## config.mk

```make
export PLATFORM = sky130hd
export DESIGN_NAME = jspi_bridge
export DESIGN_NICKNAME = d
export VERILOG_FILES = /design/src/rtl/jspi_pkg.sv /design/src/rtl/jspi_framer.sv /design/src/rtl/jspi_spi_phy.sv /design/src/rtl/jspi_tdo_stage.sv /design/src/rtl/jspi_bridge.sv
export SDC_FILE = /design/constraint.sdc
export NUM_CORES = 1
export LEC_CHECK = 0
export ABC_AREA = 1
export BUFFER_PORTS_ARGS = -buffer_cell sky130_fd_sc_hd__buf_2
export CORE_MARGIN = 2
export CORE_UTILIZATION = 48
export CTS_CLUSTER_DIAMETER = 40
export DETAILED_ROUTE_END_ITERATION = 12
export HOLD_SLACK_MARGIN = 0.15
export PLACE_DENSITY = 0.66
export SYNTH_ARGS = -nofsm -noshare
export SYNTH_HDL_FRONTEND = slang
export SYNTH_HIERARCHICAL = 1
export SYNTH_SLANG_ARGS = --single-unit
```

## constraint.sdc

```tcl
create_clock -name tck -period 1.6 [get_ports tck]
set_clock_uncertainty 0.1 [all_clocks]
set_input_delay 0.24 -clock tck [delete_from_list [all_inputs] [get_ports tck]]
set_output_delay 0.24 -clock tck [all_outputs]
set_load 0.01 [all_outputs]
```

## src/rtl/jspi_pkg.sv

```systemverilog
package jspi_pkg;

    // Framing phases of the in-band scan stream
    typedef enum logic [1:0] {
        ST_HUNT   = 2'd0,
        ST_HEADER = 2'd1,
        ST_DATA   = 2'd2,
        ST_DONE   = 2'd3
    } jspi_state_e;

endpackage

```

## src/rtl/jspi_framer.sv

```systemverilog
// Marker hunt, length header capture and data-cycle countdown.
module jspi_framer
    import jspi_pkg::*;
#(
    parameter int HDR_W = 32
) (
    input  logic                     tck,
    input  logic                     dr_sel,
    input  logic                     dr_capture,
    input  logic                     dr_update,
    input  logic                     dr_shift,
    input  logic                     tdi,
    output jspi_state_e              state_o,
    output logic [$clog2(HDR_W)-1:0] hcnt_o,
    output logic [HDR_W-1:0]         hdr_o
);

    localparam int                CNT_W     = $clog2(HDR_W);
    localparam logic [CNT_W-1:0]  HCNT_LAST = CNT_W'(HDR_W - 1);
    localparam logic [HDR_W-1:0]  LEN_ONE   = HDR_W'(1);

    jspi_state_e      state_q;
    jspi_state_e      state_d;
    logic [HDR_W-1:0] hdr_q;
    logic [HDR_W-1:0] remain_q;
    logic [HDR_W-1:0] hdr_shifted;
    logic [CNT_W-1:0] hcnt_q;
    logic             restart;
    logic             hdr_last;
    logic             len_zero;
    logic             data_last;

    assign restart     = !dr_sel || dr_capture || dr_update;
    assign hdr_shifted = {hdr_q[HDR_W-2:0], tdi};
    assign hdr_last    = (hcnt_q == HCNT_LAST);
    assign len_zero    = (hdr_shifted == '0);
    assign data_last   = (remain_q == LEN_ONE);

    // Next-state decision
    always_comb begin
        state_d = state_q;
        if (restart) begin
            state_d = ST_HUNT;
        end else if (dr_shift) begin
            unique case (state_q)
                ST_HUNT:   if (tdi)       state_d = ST_HEADER;
                ST_HEADER: if (hdr_last)  state_d = len_zero ? ST_DONE : ST_DATA;
                ST_DATA:   if (data_last) state_d = ST_DONE;
                ST_DONE:   state_d = ST_DONE;
                default:   state_d = ST_HUNT;
            endcase
        end
    end

    // State register
    always_ff @(posedge tck) begin
        state_q <= state_d;
    end

    // Header shifter and cycle countdown
    always_ff @(posedge tck) begin
        if (restart) begin
            hcnt_q   <= '0;
            hdr_q    <= '0;
            remain_q <= '0;
        end else if (dr_shift) begin
            if (state_q == ST_HEADER) begin
                hdr_q  <= hdr_shifted;
                hcnt_q <= hcnt_q + 1'b1;
                if (hdr_last) begin
                    remain_q <= hdr_shifted;
                end
            end else if (state_q == ST_DATA) begin
                remain_q <= remain_q - LEN_ONE;
            end
        end
    end

    assign state_o = state_q;
    assign hcnt_o  = hcnt_q;
    assign hdr_o   = hdr_q;

endmodule

```

## src/rtl/jspi_spi_phy.sv

```systemverilog
// Mode-0 SPI pins: falling-edge retimed select and clock gate.
module jspi_spi_phy (
    input  logic tck,
    input  logic dr_sel,
    input  logic dr_shift,
    input  logic in_data,
    input  logic tdi,
    output logic spi_sclk,
    output logic spi_cs_n,
    output logic spi_mosi
);

    logic cs_q;
    logic gate_q;

    // Retime on the low phase so the gated clock never glitches
    always_ff @(negedge tck) begin
        cs_q   <= !in_data;
        gate_q <= in_data && dr_shift;
    end

    assign spi_cs_n = cs_q | !dr_sel;
    assign spi_sclk = tck & gate_q & dr_sel;
    assign spi_mosi = !spi_cs_n & tdi;

endmodule

```

## src/rtl/jspi_tdo_stage.sv

```systemverilog
// The single scan bit: TDI outside the data window, MISO inside it.
module jspi_tdo_stage (
    input  logic tck,
    input  logic in_data,
    input  logic tdi,
    input  logic spi_miso,
    output logic tdo
);

    logic bit_q;

    always_ff @(posedge tck) begin
        bit_q <= in_data ? spi_miso : tdi;
    end

    assign tdo = bit_q;

endmodule

```

## src/rtl/jspi_bridge.sv

```systemverilog
module jspi_bridge
    import jspi_pkg::*;
#(
    parameter int HDR_W = 32
) (
    input  logic tck,
    input  logic dr_sel,
    input  logic dr_capture,
    input  logic dr_update,
    input  logic dr_shift,
    input  logic tdi,
    output logic tdo,
    output logic spi_sclk,
    output logic spi_cs_n,
    output logic spi_mosi,
    input  logic spi_miso
);

    localparam int CNT_W = $clog2(HDR_W);

    jspi_state_e      state;
    logic [CNT_W-1:0] hcnt;
    logic [HDR_W-1:0] hdr;
    logic             in_data;

    assign in_data = (state == ST_DATA);

    jspi_framer #(.HDR_W(HDR_W)) u_framer (
        .tck        (tck),
        .dr_sel     (dr_sel),
        .dr_capture (dr_capture),
        .dr_update  (dr_update),
        .dr_shift   (dr_shift),
        .tdi        (tdi),
        .state_o    (state),
        .hcnt_o     (hcnt),
        .hdr_o      (hdr)
    );

    jspi_spi_phy u_phy (
        .tck      (tck),
        .dr_sel   (dr_sel),
        .dr_shift (dr_shift),
        .in_data  (in_data),
        .tdi      (tdi),
        .spi_sclk (spi_sclk),
        .spi_cs_n (spi_cs_n),
        .spi_mosi (spi_mosi)
    );

    jspi_tdo_stage u_tdo (
        .tck      (tck),
        .in_data  (in_data),
        .tdi      (tdi),
        .spi_miso (spi_miso),
        .tdo      (tdo)
    );

endmodule

```

* Word level (Yosys, flattened, before mapping)
Index checks and enable logic that the tools add are counted.
** Storage, ports and cells
- Flip-flop bits (word level) :: 73
- Output and inout bits :: 4
** Cells by class
- Add/subtract/negate cells :: 2
- Equality and inequality tests :: 8
- Mux-type cells :: 9
- Bitwise logic cells :: 4
- Reduce and logical (&&, ||, !) cells :: 12
** Operator list (count)
- 2-to-1 mux 32 bit :: 3
- == test 32 x 1 -> 1 bit, second input constant :: 1
- zero test 32 bit :: 1
- subtractor 32 x 1 -> 32 bit, second input constant :: 1
- one-hot mux 2 bit (4 select lines) :: 1
- 2-to-1 mux 2 bit :: 3
- adder 5 x 1 -> 5 bit, second input constant :: 1
- == test 5 bit, second input constant :: 1
- == test 2 bit, second input constant :: 2
- != test 2 bit, second input constant :: 2
- AND reduction 4 bit :: 1
- bitwise AND 1 bit :: 3
- zero test 1 bit :: 3
- AND reduction 3 bit :: 1
- == test 2 x 1 -> 1 bit, second input constant :: 1
- zero test 2 bit :: 1
- logical OR 1 bit :: 2
- 2-to-1 mux 1 bit :: 2
- != test 2 x 1 -> 1 bit, second input constant :: 1
- AND reduction 2 bit :: 1
- nonzero test 2 bit :: 1
- logical AND 1 bit :: 1
- OR 1 bit :: 1

* Depth between registers and ports, before layout
Gate-level depths: netlist (run 1).
- Word-level depth :: 4
- Depth in mapped cells :: 11
- Depth with buffers taken out :: 10

* Modules after synthesis
Netlist (run 1), hierarchy kept.
** Modules (own cells, without submodules)
- jspi_framer :: times used 1, cells an instance 621, area an instance 3860.0 um^2, seq. area each 1421.4 um^2
- jspi_spi_phy :: times used 1, cells an instance 12, area an instance 82.6 um^2, seq. area each 40.0 um^2
- jspi_tdo_stage :: times used 1, cells an instance 5, area an instance 35.0 um^2, seq. area each 20.0 um^2
- jspi_bridge :: times used 1, cells an instance 2, area an instance 10.0 um^2, seq. area each 0.0 um^2

==> results of run 1 <==
-- worst register-to-register path, stage by stage (launching register included) --
cell	delay, ns
dfxtp_2	0.36
ha_4	0.14
inv_2	0.04
nor3_4	0.10
ha_2	0.22
o21ai_4	0.08
a21oi_4	0.19
buf_12	0.15
buf_8	0.13
o21ai_2	0.05
o21bai_4	0.16
a21oi_2	0.13
-- timing repair --
action | 4_1_cts | 5_1_grt
resized for setup | 52 | 77
setup endpoints to repair | 36 | 68
hold buffers | 2 | 0
hold endpoints to repair | 1 | 0
cloned | 5 | 0
pin swaps | 21 | 30
setup buffers | 7 | 3
-- power breakdown --
part	switching (W)	total (W)	internal (W)
combinational	0.000162	0.000263	0.000102
clock	0.000785	0.00146	0.000678
sequential	0.00000530	0.00183	0.00182
total	0.000953	0.00355	0.00260
-- metrics by stage --
step	instance area (um2)	util (%)	setup slack (ns)	cells
finish	5260	65.0	-0.530	800
global route	5260	65.0	-0.579	800
CTS	5010	61.9	-0.531	804
detailed placement	4500	55.6	-0.257	772
global placement	4500	55.6	-0.177	772
floorplan	4020	-	-0.0639	637
-- routing by layer --
layer  wire length [um]  global-route usage, %  part of all wire, %  vias to the layer above
met5                  0                      0                    0                        -
met4                149                   6.76                  1.3                        0
met3                605                   4.63                  5.3                       15
met2               5470                   44.3                   48                      136
met1               5190                   36.3                   45                     2001
li1                   -                      -                    -                     2157
-- final cells by class --
cell class	count	area, um2
timing repair buffer	67	671
inverter	87	329
fill	737	2840
multi-input combinational	448	2440
clock inverter	9	58.8
tap	105	131
sequential	73	1470
clock buffer	11	154
-- registers in the layout, indices dropped and copies added, names as in the netlist --
register           flops
u_tdo/tdo              1
u_framer/remain_q     32
u_phy/cs_q             1
u_framer/hcnt_o        5
u_framer/state_o       2
u_framer/hdr_o        31
u_phy/gate_q           1
-- worst paths after layout --
check,slack (ns),start,cells past startpoint,to
max,-0.53,u_phy/cs_q,4,spi_mosi
min,0.19,dr_capture,4,u_framer/state_o[0]
max reg2reg,-0.29,u_framer/hcnt_o[1],11,u_framer/remain_q[12]
min reg2reg,0.39,u_framer/remain_q[31],2,u_framer/remain_q[31]
==> flow_metrics.env, run 1 <==
export IMPL_layout_nets=701
export IMPL_io_pins=11
export IMPL_diodes=0
export IMPL_rows=33
export IMPL_slowest_stage="dfxtp_2"
export IMPL_routedWlPerCell_um=14.3
export IMPL_p_leak_nw=2.24
export IMPL_hpwl_mm=7.72
export IMPL_failed_checks="setup timing"
export IMPL_viasPerCell=5.39
export IMPL_crit_arrival_ns=1.79
export IMPL_grt_pass1_wl_mm=18.8
export IMPL_port_buffers=10
export IMPL_clock_tree_root_cell="clkbuf_8"
export IMPL_layout_setup_ws_ns=-0.530
export IMPL_dr_total_vias=4309
export IMPL_finalSetupViolCount=36
export IMPL_start_util_pct=48.9
export IMPL_layout_commonest_cell="nand2_1"
export IMPL_netlist_area_mm2=0.00396
export IMPL_area_growth_syn_to_layout_pct=32.8
export IMPL_rsz0062_at_grt="true"
export IMPL_clk_latency_ns=0.36
export IMPL_worst_hold_slack_ns=0.186
export IMPL_die_h_um=94.8
export IMPL_core_mm2=0.00809
export IMPL_dr_pass1_iters=5
export IMPL_path_max_fanout=2
export IMPL_power_w=0.00355
export IMPL_grt_pass1_vias=3896
export IMPL_powerDensity_mw_per_mm2=676
export IMPL_clockBufferDepth=2
export IMPL_cts_max_level=3
export IMPL_crit_chain="inv_2 -> nand2_4 -> nor2_4 -> buf_6"
export IMPL_drtAntennaViolNets=0
export IMPL_setup_tns_final_ns=-8.59
export IMPL_antenna_found_initial=0
export IMPL_cap_viol_max_count=0
export IMPL_first_iter_violations=267
export IMPL_worst_pin_slew_ns=0.343
export IMPL_yosysWarnings=6
export IMPL_slew_violations=0
export IMPL_numCtsBuffers=9
export IMPL_status="finished, violations left"
export IMPL_cp_start_kind="flip-flop"
export IMPL_worstHoldPathType="input pin to flip-flop"
export IMPL_cts_tree="yes"
export IMPL_grt_max_degree=38
export IMPL_slew_headroom_pct=76.9
export IMPL_worst_path_buf_inv=2
export IMPL_drc=0
export IMPL_die_w_um=94.8
export IMPL_synth_area_per_cell_um2=6.21
export IMPL_dieArea_mm2=0.00899
export IMPL_gp_congestion=0.920
export IMPL_critPathKind="flip-flop to output pin"
export IMPL_synthCells=637
export IMPL_drive_gt1_share_pct=26.5
export IMPL_hold_violations=0
export IMPL_cpPeakStageDelay_ns=0.31
export IMPL_worst_setup_hold_path_clk_slew_ns=0.08
export IMPL_postSynthNetCount=648
export IMPL_end_kind="output pin"
export IMPL_grt_overflow_total=0
export IMPL_groute_usage_overall_pct=26.8
export IMPL_routed_wl_mm=11.4
export IMPL_ir_worst_vdd_mv=0.634
export IMPL_critPathTopFamily="flip-flops"
export IMPL_layout_common_cells="nand2_1, inv_1, nor2_1, dfxtp_1, o21ai_0"
export IMPL_crit_required_ns=1.26
(Power assumes the default switching activity.)
==> run 2, diff against run 1 <==
--- a/config.mk
+++ b/config.mk
@@ -7,13 +7,16 @@
 export LEC_CHECK = 0
 export ABC_AREA = 1
 export BUFFER_PORTS_ARGS = -buffer_cell sky130_fd_sc_hd__buf_2
+export CELL_PAD_IN_SITES_DETAIL_PLACEMENT = 0
+export CELL_PAD_IN_SITES_GLOBAL_PLACEMENT = 2
 export CORE_MARGIN = 2
-export CORE_UTILIZATION = 48
+export CORE_UTILIZATION = 31
 export CTS_CLUSTER_DIAMETER = 40
 export DETAILED_ROUTE_END_ITERATION = 12
 export HOLD_SLACK_MARGIN = 0.15
-export PLACE_DENSITY = 0.66
+export PLACE_DENSITY_LB_ADDON = 0.1
 export SYNTH_ARGS = -nofsm -noshare
 export SYNTH_HDL_FRONTEND = slang
 export SYNTH_HIERARCHICAL = 1
 export SYNTH_SLANG_ARGS = --single-unit
+export TNS_END_PERCENT = 30
==> run 2 against run 1 <==
The run still ends with setup timing left; setup slack better by 0.021 ns; wire length increased by 11%; global-route usage shrank 6.8 points; flip-flop and latch count unchanged; via count down 3.5%; final area rose by 1.5%.
==> flow_metrics.env, run 2 (synthesis gave the netlist of run 1 again) <==
export IMPL_drtAntennaViolNets=0
export IMPL_slew_violations=0
export IMPL_top_register="u_framer/remain_q"
export IMPL_grt_max_degree=42
export IMPL_path_max_fanout=2
export IMPL_fin_cells=888
export IMPL_io_pins=11
export IMPL_clock_tree_root_cell="clkbuf_16"
export IMPL_critPathKind="flip-flop to output pin"
export IMPL_hpwl_mm=9.26
export IMPL_grt_pass1_wl_mm=20.5
export IMPL_first_iter_violations=198
export IMPL_groute_usage_overall_pct=20.0
export IMPL_drive_gt1_share_pct=21.2
export IMPL_met3_usage_pct=3.09
export IMPL_fillers=1380
export IMPL_multi_input_area_mm2=0.00222
export IMPL_die_w_um=117
export IMPL_dieArea_mm2=0.0137
export IMPL_clk_latency_ns=0.34
export IMPL_worst_pin_slew_ns=0.371
export IMPL_clockBufferDepth=2
export IMPL_top_usage_layer="met2"
export IMPL_die_h_um=117
export IMPL_p_leak_nw=2.32
export IMPL_diodes=0
export IMPL_met1_usage_pct=29.0
export IMPL_dp_cells=854
export IMPL_drc=0
export IMPL_antenna_found_initial=0
export IMPL_worstHoldPathType="input pin to flip-flop"
export IMPL_gp_congestion=0.846
export IMPL_register_area_mm2=0.00147
export IMPL_failed_checks="setup timing"
export IMPL_cts_max_level=3
export IMPL_start_util_pct=31.6
export IMPL_routedWlPerCell_um=14.2
export IMPL_finalSetupViolCount=36
export IMPL_grt_use_met2_pct=29.4
export IMPL_dr_total_vias=4158
export IMPL_numCtsBuffers=9
export IMPL_rsz0062_at_grt="true"
export IMPL_rows=41
export IMPL_layout_common_cells="nand2_1, inv_1, nor2_1, a21oi_1, dfxtp_1"
export IMPL_viasPerCell=4.68
export IMPL_routed_wl_mm=12.7
export IMPL_grt_overflow_total=0
export IMPL_ir_worst_vdd_mv=0.417
export IMPL_power_w=0.00418
export IMPL_hold_violations=0
export IMPL_slowest_stage="dfxtp_1"
export IMPL_dr_pass1_iters=4
export IMPL_layout_nets=722
export IMPL_slew_headroom_pct=75.1
export IMPL_crit_chain="inv_1 -> nand2_2 -> nor2_2 -> buf_2"
export IMPL_layout_commonest_cell="nand2_1"
export IMPL_area_growth_syn_to_layout_pct=34.8
export IMPL_crit_required_ns=1.26
export IMPL_cp_start_kind="flip-flop"
export IMPL_crit_arrival_ns=1.77
export IMPL_cts_tree="yes"
export IMPL_setup_tns_final_ns=-8.80
export IMPL_end_kind="output pin"
export IMPL_powerDensity_mw_per_mm2=782
export IMPL_largest_register_ffs=32
export IMPL_cap_viol_max_count=0
export IMPL_worst_setup_hold_path_clk_slew_ns=0.06
export IMPL_status="finished, violations left"
export IMPL_core_mm2=0.0125
export IMPL_cpPeakStageDelay_ns=0.29
export IMPL_port_buffers=10
export IMPL_fin_util_pct=42.6
export IMPL_layout_setup_ws_ns=-0.509
export IMPL_grt_pass1_vias=3871
-- run 2: cell type report --
| type | instances | area share, % |
|---|---|---|
| Inverter | 87 | 6.21 |
| Sequential cell | 73 | 27.5 |
| Tap cell | 172 | 4.03 |
| Multi-Input combinational cell | 448 | 41.5 |
| Clock inverter | 9 | 1.41 |
| Clock buffer | 11 | 4.38 |
| Timing Repair Buffer | 88 | 15.0 |
-- run 2: per-stage QoR --
stage | cell area [um2] | hold WS [ns] | setup WS [ns]
6_report | 5340 | 0.162 | -0.509
5_1_grt | 5340 | 0.187 | -0.568
4_1_cts | 5270 | 0.163 | -0.526
3_5_place_dp | 4680 | 0.333 | -0.285
3_3_place_gp | 4680 | 0.335 | -0.259
2_1_floorplan | 4010 | 0.243 | -0.0639
-- run 2: path summary, 6_finish.rpt --
kind / from / end / slack [ns] / cells past startpoint
worst max-delay path: u_phy/cs_q / spi_mosi / -0.51 / 4
worst max register to register: u_framer/hcnt_o[1] / u_framer/remain_q[31] / -0.34 / 12
worst min-delay path: tdi / u_tdo/tdo / 0.16 / 4
worst min register to register: u_framer/remain_q[31] / u_framer/remain_q[31] / 0.38 / 2
-- run 2: worst max-delay path, delay by kind of cell, from the launching register on --
family	cells	cell delay, ns
buffers and inverters	2	0.17
and+or+nand+nor	2	0.11
DFF	1	0.29
-- run 2: where the power goes --
group | switching [W] | internal (W) | leakage, nW
clock | 0.000874 | 0.00122 | 0.165
combinational | 0.000150 | 0.000100 | 1.57
sequential | 0.00000511 | 0.00182 | 0.590
total | 0.00103 | 0.00315 | 2.32
-- run 2: repair_timing --
item | in CTS | in global routing
buffers inserted | 9 | 2
hold buffers | 1 | 0
gates resized for setup | 38 | 16
cloned | 4 | 0
hold endpoints to repair | 1 | 0
endpoints found under the setup margin | 40 | 54
pin swaps | 8 | 3
-- run 2: per-layer routing --
metal  up-vias  share of wire [%]
li1       2196                  -
met4         0                2.3
met1      1891                 52
met5         -                  0
met3        16                3.1
met2        55                 43
